==> src/rtl/clkdiv_pkg.sv <==
`timescale 1ns/1ps
package clkdiv_pkg;
  // counter width that holds the largest power-of-two ratio of a code
  function automatic int pre_cnt_w(input int code_w);
    return (1 << code_w);
  endfunction

  function automatic int word_cnt_w(input int word_w, input int offset);
    return $clog2((1 << word_w) + offset);
  endfunction
endpackage

==> src/rtl/clkdiv_counter.sv <==
`timescale 1ns/1ps
module clkdiv_counter #(
  parameter int W = 4
) (
  input  logic         clk_i,
  input  logic         rst_ni,
  input  logic         en_i,
  input  logic [W-1:0] div_i,
  output logic         hi_o,
  output logic         pass_o,
  output logic         wrap_o
);
  logic [W-1:0] cnt_q, div_q, cnt_inc;
  logic         hi_q, pass_q, last;

  assign cnt_inc = cnt_q + W'(1);
  // ratio 0/1 wraps every step; reset value 1 loads div_i on the first step
  assign last    = (div_q <= W'(1)) || (cnt_inc == div_q);
  assign wrap_o  = en_i & last;
  assign hi_o    = hi_q;
  assign pass_o  = pass_q;

  always_ff @(posedge clk_i or negedge rst_ni) begin
    if (!rst_ni) begin
      cnt_q  <= '0;
      div_q  <= W'(1);
      hi_q   <= 1'b0;
      pass_q <= 1'b0;
    end else if (en_i) begin
      if (last) begin
        cnt_q  <= '0;
        div_q  <= div_i;
        hi_q   <= (div_i >= W'(2));
        pass_q <= (div_i == W'(1));
      end else begin
        cnt_q <= cnt_inc;
        hi_q  <= (cnt_inc < (div_q >> 1));
      end
    end
  end
endmodule

==> src/rtl/clkdiv_prescaler.sv <==
`timescale 1ns/1ps
module clkdiv_prescaler #(
  parameter int CODE_W = 2
) (
  input  logic              clk_i,
  input  logic              rst_ni,
  input  logic [CODE_W-1:0] code_i,
  output logic              clk_o,
  output logic              hi_o,
  output logic              wrap_o
);
  localparam int CW = clkdiv_pkg::pre_cnt_w(CODE_W);

  logic [CW-1:0] ratio;
  logic          pass;

  assign ratio = CW'(1) << code_i;

  clkdiv_counter #(.W(CW)) i_cnt (
    .clk_i  (clk_i),
    .rst_ni (rst_ni),
    .en_i   (1'b1),
    .div_i  (ratio),
    .hi_o   (hi_o),
    .pass_o (pass),
    .wrap_o (wrap_o)
  );

  // pass flag switches only at a wrap edge, where both legs are high
  assign clk_o = pass ? clk_i : hi_o;
endmodule

==> src/rtl/dual_clk_divider.sv <==
`timescale 1ns/1ps
module dual_clk_divider #(
  parameter int CODE_W = 2,
  parameter int WORD_W = 10,
  parameter int OFFSET = 2
) (
  input  logic              clk_i,
  input  logic              rst_ni,
  input  logic [CODE_W-1:0] pre0_code_i,
  input  logic              out0_sel_i,
  input  logic [CODE_W-1:0] pre1_code_i,
  input  logic [WORD_W-1:0] div_word_i,
  input  logic              div_bypass_i,
  output logic              clk0_o,
  output logic              clk1_o
);
  localparam int NW = clkdiv_pkg::word_cnt_w(WORD_W, OFFSET);
  localparam int NPRE = 2;

  logic [NPRE-1:0][CODE_W-1:0] pre_code;
  logic [NPRE-1:0]             pre_clk, pre_hi, pre_wrap;
  logic [NW-1:0]               n_ratio;
  logic                        n_hi, n_pass, n_wrap;
  logic                        sel0_q, byp_q;

  assign pre_code[0] = pre0_code_i;
  assign pre_code[1] = pre1_code_i;

  for (genvar i = 0; i < NPRE; i++) begin : g_pre
    clkdiv_prescaler #(.CODE_W(CODE_W)) i_pre (
      .clk_i  (clk_i),
      .rst_ni (rst_ni),
      .code_i (pre_code[i]),
      .clk_o  (pre_clk[i]),
      .hi_o   (pre_hi[i]),
      .wrap_o (pre_wrap[i])
    );
  end

  assign n_ratio = NW'(div_word_i) + NW'(OFFSET);

  clkdiv_counter #(.W(NW)) i_ndiv (
    .clk_i  (clk_i),
    .rst_ni (rst_ni),
    .en_i   (pre_wrap[1]),
    .div_i  (n_ratio),
    .hi_o   (n_hi),
    .pass_o (n_pass),
    .wrap_o (n_wrap)
  );

  // source selects follow their counters' wraps; reset values keep outputs low
  always_ff @(posedge clk_i or negedge rst_ni) begin
    if (!rst_ni) begin
      sel0_q <= 1'b1;
      byp_q  <= 1'b0;
    end else begin
      if (pre_wrap[0]) sel0_q <= out0_sel_i;
      if (n_wrap)      byp_q  <= div_bypass_i;
    end
  end

  assign clk0_o = sel0_q ? pre_clk[0] : clk_i;
  assign clk1_o = (byp_q | n_pass) ? pre_clk[1] : n_hi;
endmodule

==> config.mk <==
export PLATFORM = sky130hd
export DESIGN_NAME = dual_clk_divider
export DESIGN_NICKNAME = d
export VERILOG_FILES = /design/src/rtl/clkdiv_pkg.sv /design/src/rtl/clkdiv_counter.sv /design/src/rtl/clkdiv_prescaler.sv /design/src/rtl/dual_clk_divider.sv
export SDC_FILE = /design/constraint.sdc
export NUM_CORES = 1
export LEC_CHECK = 0
export ABC_AREA = 1
export CORE_MARGIN = 2
export CORE_UTILIZATION = 40
export CTS_BUF_LIST = sky130_fd_sc_hd__clkbuf_16
export DETAILED_ROUTE_END_ITERATION = 10
export SLEW_MARGIN = 10
export SYNTH_ARGS = -nofsm -noshare
export SYNTH_HDL_FRONTEND = slang
export SYNTH_HIERARCHICAL = 1
export SYNTH_SLANG_ARGS = --single-unit
==> constraint.sdc <==
create_clock -name clk_i -period 3.47 [get_ports clk_i]
set_input_delay 0.8675 -clock clk_i [delete_from_list [all_inputs] [get_ports clk_i]]
set_output_delay 0.8675 -clock clk_i [all_outputs]
set_load 0.03 [all_outputs]
==> results.md <==
* Finished Cell Area at 0.003951 mm^2
* Post-synthesis simple-gate area fraction at around 41%
* Diodes inserted at 0
* Slew headroom at between 30 and 40%
* Leading area contributor after synthesis: dfrtp_1
* CORE AREA at 0.008258 mm^2
* VDD IR max at 365.3 uV
* # IOs at 20
* Ys flop type: dfrtp_1
* Final setup fails at 0
* CP Max Fanout at 2
* EDFF count, synth at 0
* Die Wd at roughly 96 um
* Total Routed Length at 7239 um
* Die area at about 0.0093 mm^2
* Commonest cells post-synth: nand2_1 (187), inv_1 (66), dfrtp_1 (42), nand3_1 (42), nor2_1 (24)
* Top cells by area, synth: dfrtp_1 (31%), nand2_1 (21%), inv_1 (7.3%)
* Tightest Pin Transition at about 1.0 ns
* #FFs+latches synth at 46
* Setup repair after global routing missed its margin: no
* Drt initial violations at roughly 130
* Area growth from synthesis to layout at 15.64%
* Top-count cell post-synth: nand2_1
* Largest net degree at the start of global routing at 47
* Status: complete, no violations
* FILL cells at about 850
* Synth unique cells at 32
* Register area share after synthesis at between 30 and 40%
* Required time of the critical path at 2.60 ns
* Share of cells above drive strength 1 at 12.00%
* Largest family of logic cells by synthesized area: simple AND/OR/NAND/NOR gates
* Synth Area in Compound Gates at between 7 and 8%
* Leakage at between 2 and 2.5 nW
* Vias in the first global route at roughly 2.9k
* GRT Util Overall at ~17%
* Cts hold-fix bufs at 0
* Area share of the largest cell type after synthesis at a little under a third
* Placement Cell Area at 0.003699 mm^2
* Synth warnings at 6
* Clk_lat worst skew at 0.40 ns
* Hold WC Path Type: reg2reg
* Placer Congestion at 0.8258
* Max-slew violation count at 0
* Vias at about 3.1k
* Setup crit end kind: output pin
* Rows at 33
* Final Hold Violating Endpoints at 0
* Mean Syn Cell Area at 6.862 um^2
* Setup_tns at 0 ns
* Multi-input gate area in the final layout at 0.001958 mm^2
* Final Skew at 0.006281 ns
* Critical path launch point type: clock port
* CTS resizes at 4
* Sequential Area at about 0.0012 mm^2
* Via density at 4.981
* GR Overflow Total at 0
* Synth Cell Area at roughly 0.0034 mm^2
* Register clock-pin slew on the reported worst setup and hold paths at about 0.060 ns
* First-pass GRT wire length at ~12000 um
* Post-Synthesis Cells at 498
* # port buffers at 19
* Setup bufs post-CTS at 0
* Post-Synth XOR/XNOR Area at approximately 1.3%
* Antenna-violating nets left at 0
* TritonCTS clock tree: done
* First drt pass iteration count at 4
* Initial core utilization at 41.38%
* P per Cell Area at ~830 mW/mm^2
* Mux share of post-synthesis cell area at less than 1%
* Chip Height at between 90 and 100 um
* Critical path arrival at 2.54 ns
* Initial antenna violation count at 1
* Residual DRC count at 0
* Adder-cell share of the synthesized area at 6.225%
* Per-cell routed wire length at between 10 and 15 um
* Max cap viols at 0
* CP Class: clk2out
* Final Net Count at 558
* Synth async-reset ratio at 100.0%
* DP Wirelength at 5493 um
[cell usage in the layout, fill, tap and decap left out, drive strengths merged]
master           n
a21oi            8
buf              2
bufinv           1
clkbuf           9
clkdlybuf4s50   16
clkinv           3
conb             4
dfrtp           42
dfstp            4
dlygate4sd2      1
ha              17
inv             70
mux2             1
nand2          206
nand3           44
nand3b           1
nand4           14
nor2            32
nor3             4
nor4             2
o21ai           24
o22ai           12
or2              2
or4              1
xor2             5
[kinds of logic (layout without fill, tap and decap cells)]
kind of cell	Yosys count	after routing
other cells	2	4
xor+xnor	5	5
flops	46	46
simple gates	306	306
mux	1	1
buf+inv	77	102
fa+ha+maj	17	17
compound gates	44	44
[stage by stage]
step                      worst slack [ns]  cells  hold slack, ns  utilization [%]  power [mW]
after floorplan                     0.5288    500          0.4494                -       2.176
after global placement             0.09843    617          0.4650            44.79       2.521
after detailed placement           0.09834    617          0.4687            44.79       2.537
after CTS                          0.02798    630          0.4799            47.92       3.318
after global routing              0.006681    630          0.4935            47.85       3.599
final                              0.06380    630          0.4801            47.85       3.273
[worst max-delay path, cell delays in order]
cell	delay [ns]
clkbuf_16	0.13
clkbuf_16	0.13
nand2_1	0.05
nand2_1	0.05
nand2_1	0.06
nand2_1	0.05
dlygate4sd2_1	0.34
[power by group]
part           switching [mW]  leakage [nW]  internal (mW)  total [mW]
registers               0.230         0.592          0.758       0.988
logic                   0.880          1.32          0.555        1.43
clock network           0.320         0.165          0.530       0.850
[routing by layer]
| metal | up-vias | GRT usage [%] | part of all wire [%] |
|---|---|---|---|
| li1 | 1645 | - | - |
| met5 | - | 0 | 0.18 |
| met3 | 15 | 4.965 | 3.5 |
| met4 | 2 | 7.277 | 1.6 |
| met1 | 1422 | 20.65 | 47 |
| met2 | 54 | 28.76 | 48 |
[flip-flops by register name (all words and copies together), names as in the netlist]
signal	count
i_ndiv/cnt_q	11
i_ndiv/div_q	11
g_pre.i_pre/i_cnt/cnt_q	8
g_pre.i_pre/i_cnt/div_q	8
g_pre.i_pre/i_cnt/hi_o	2
g_pre.i_pre/i_cnt/pass_o	2
byp_q	1
i_ndiv/hi_o	1
i_ndiv/pass_o	1
sel0_q	1
[cell type report]
type | count | area share, %
multi-input cells | 377 | 49.56
flip-flops and latches | 46 | 29.26
inverters | 70 | 6.776
clock buffers | 11 | 6.048
repair buffers | 17 | 4.180
well taps | 105 | 3.325
clock inverters | 4 | 0.8550
[final timing paths]
kind	start	to	slack, ns	depth (start not counted)
worst max-delay path	clk_i	clk0_o	0.06	7
worst min-delay path	g_pre[0].i_pre/i_cnt/div_q[0]	g_pre[0].i_pre/i_cnt/div_q[0]	0.48	2
worst max register to register	g_pre[1].i_pre/i_cnt/cnt_q[0]	byp_q	0.90	11
worst min register to register	g_pre[0].i_pre/i_cnt/div_q[0]	g_pre[0].i_pre/i_cnt/div_q[0]	0.48	2
max in group asynchronous	rst_ni	g_pre[0].i_pre/i_cnt/cnt_q[2]	2.18	1
min in group asynchronous	rst_ni	g_pre[1].i_pre/i_cnt/div_q[2]	0.64	1
(Power assumes the default switching activity.)
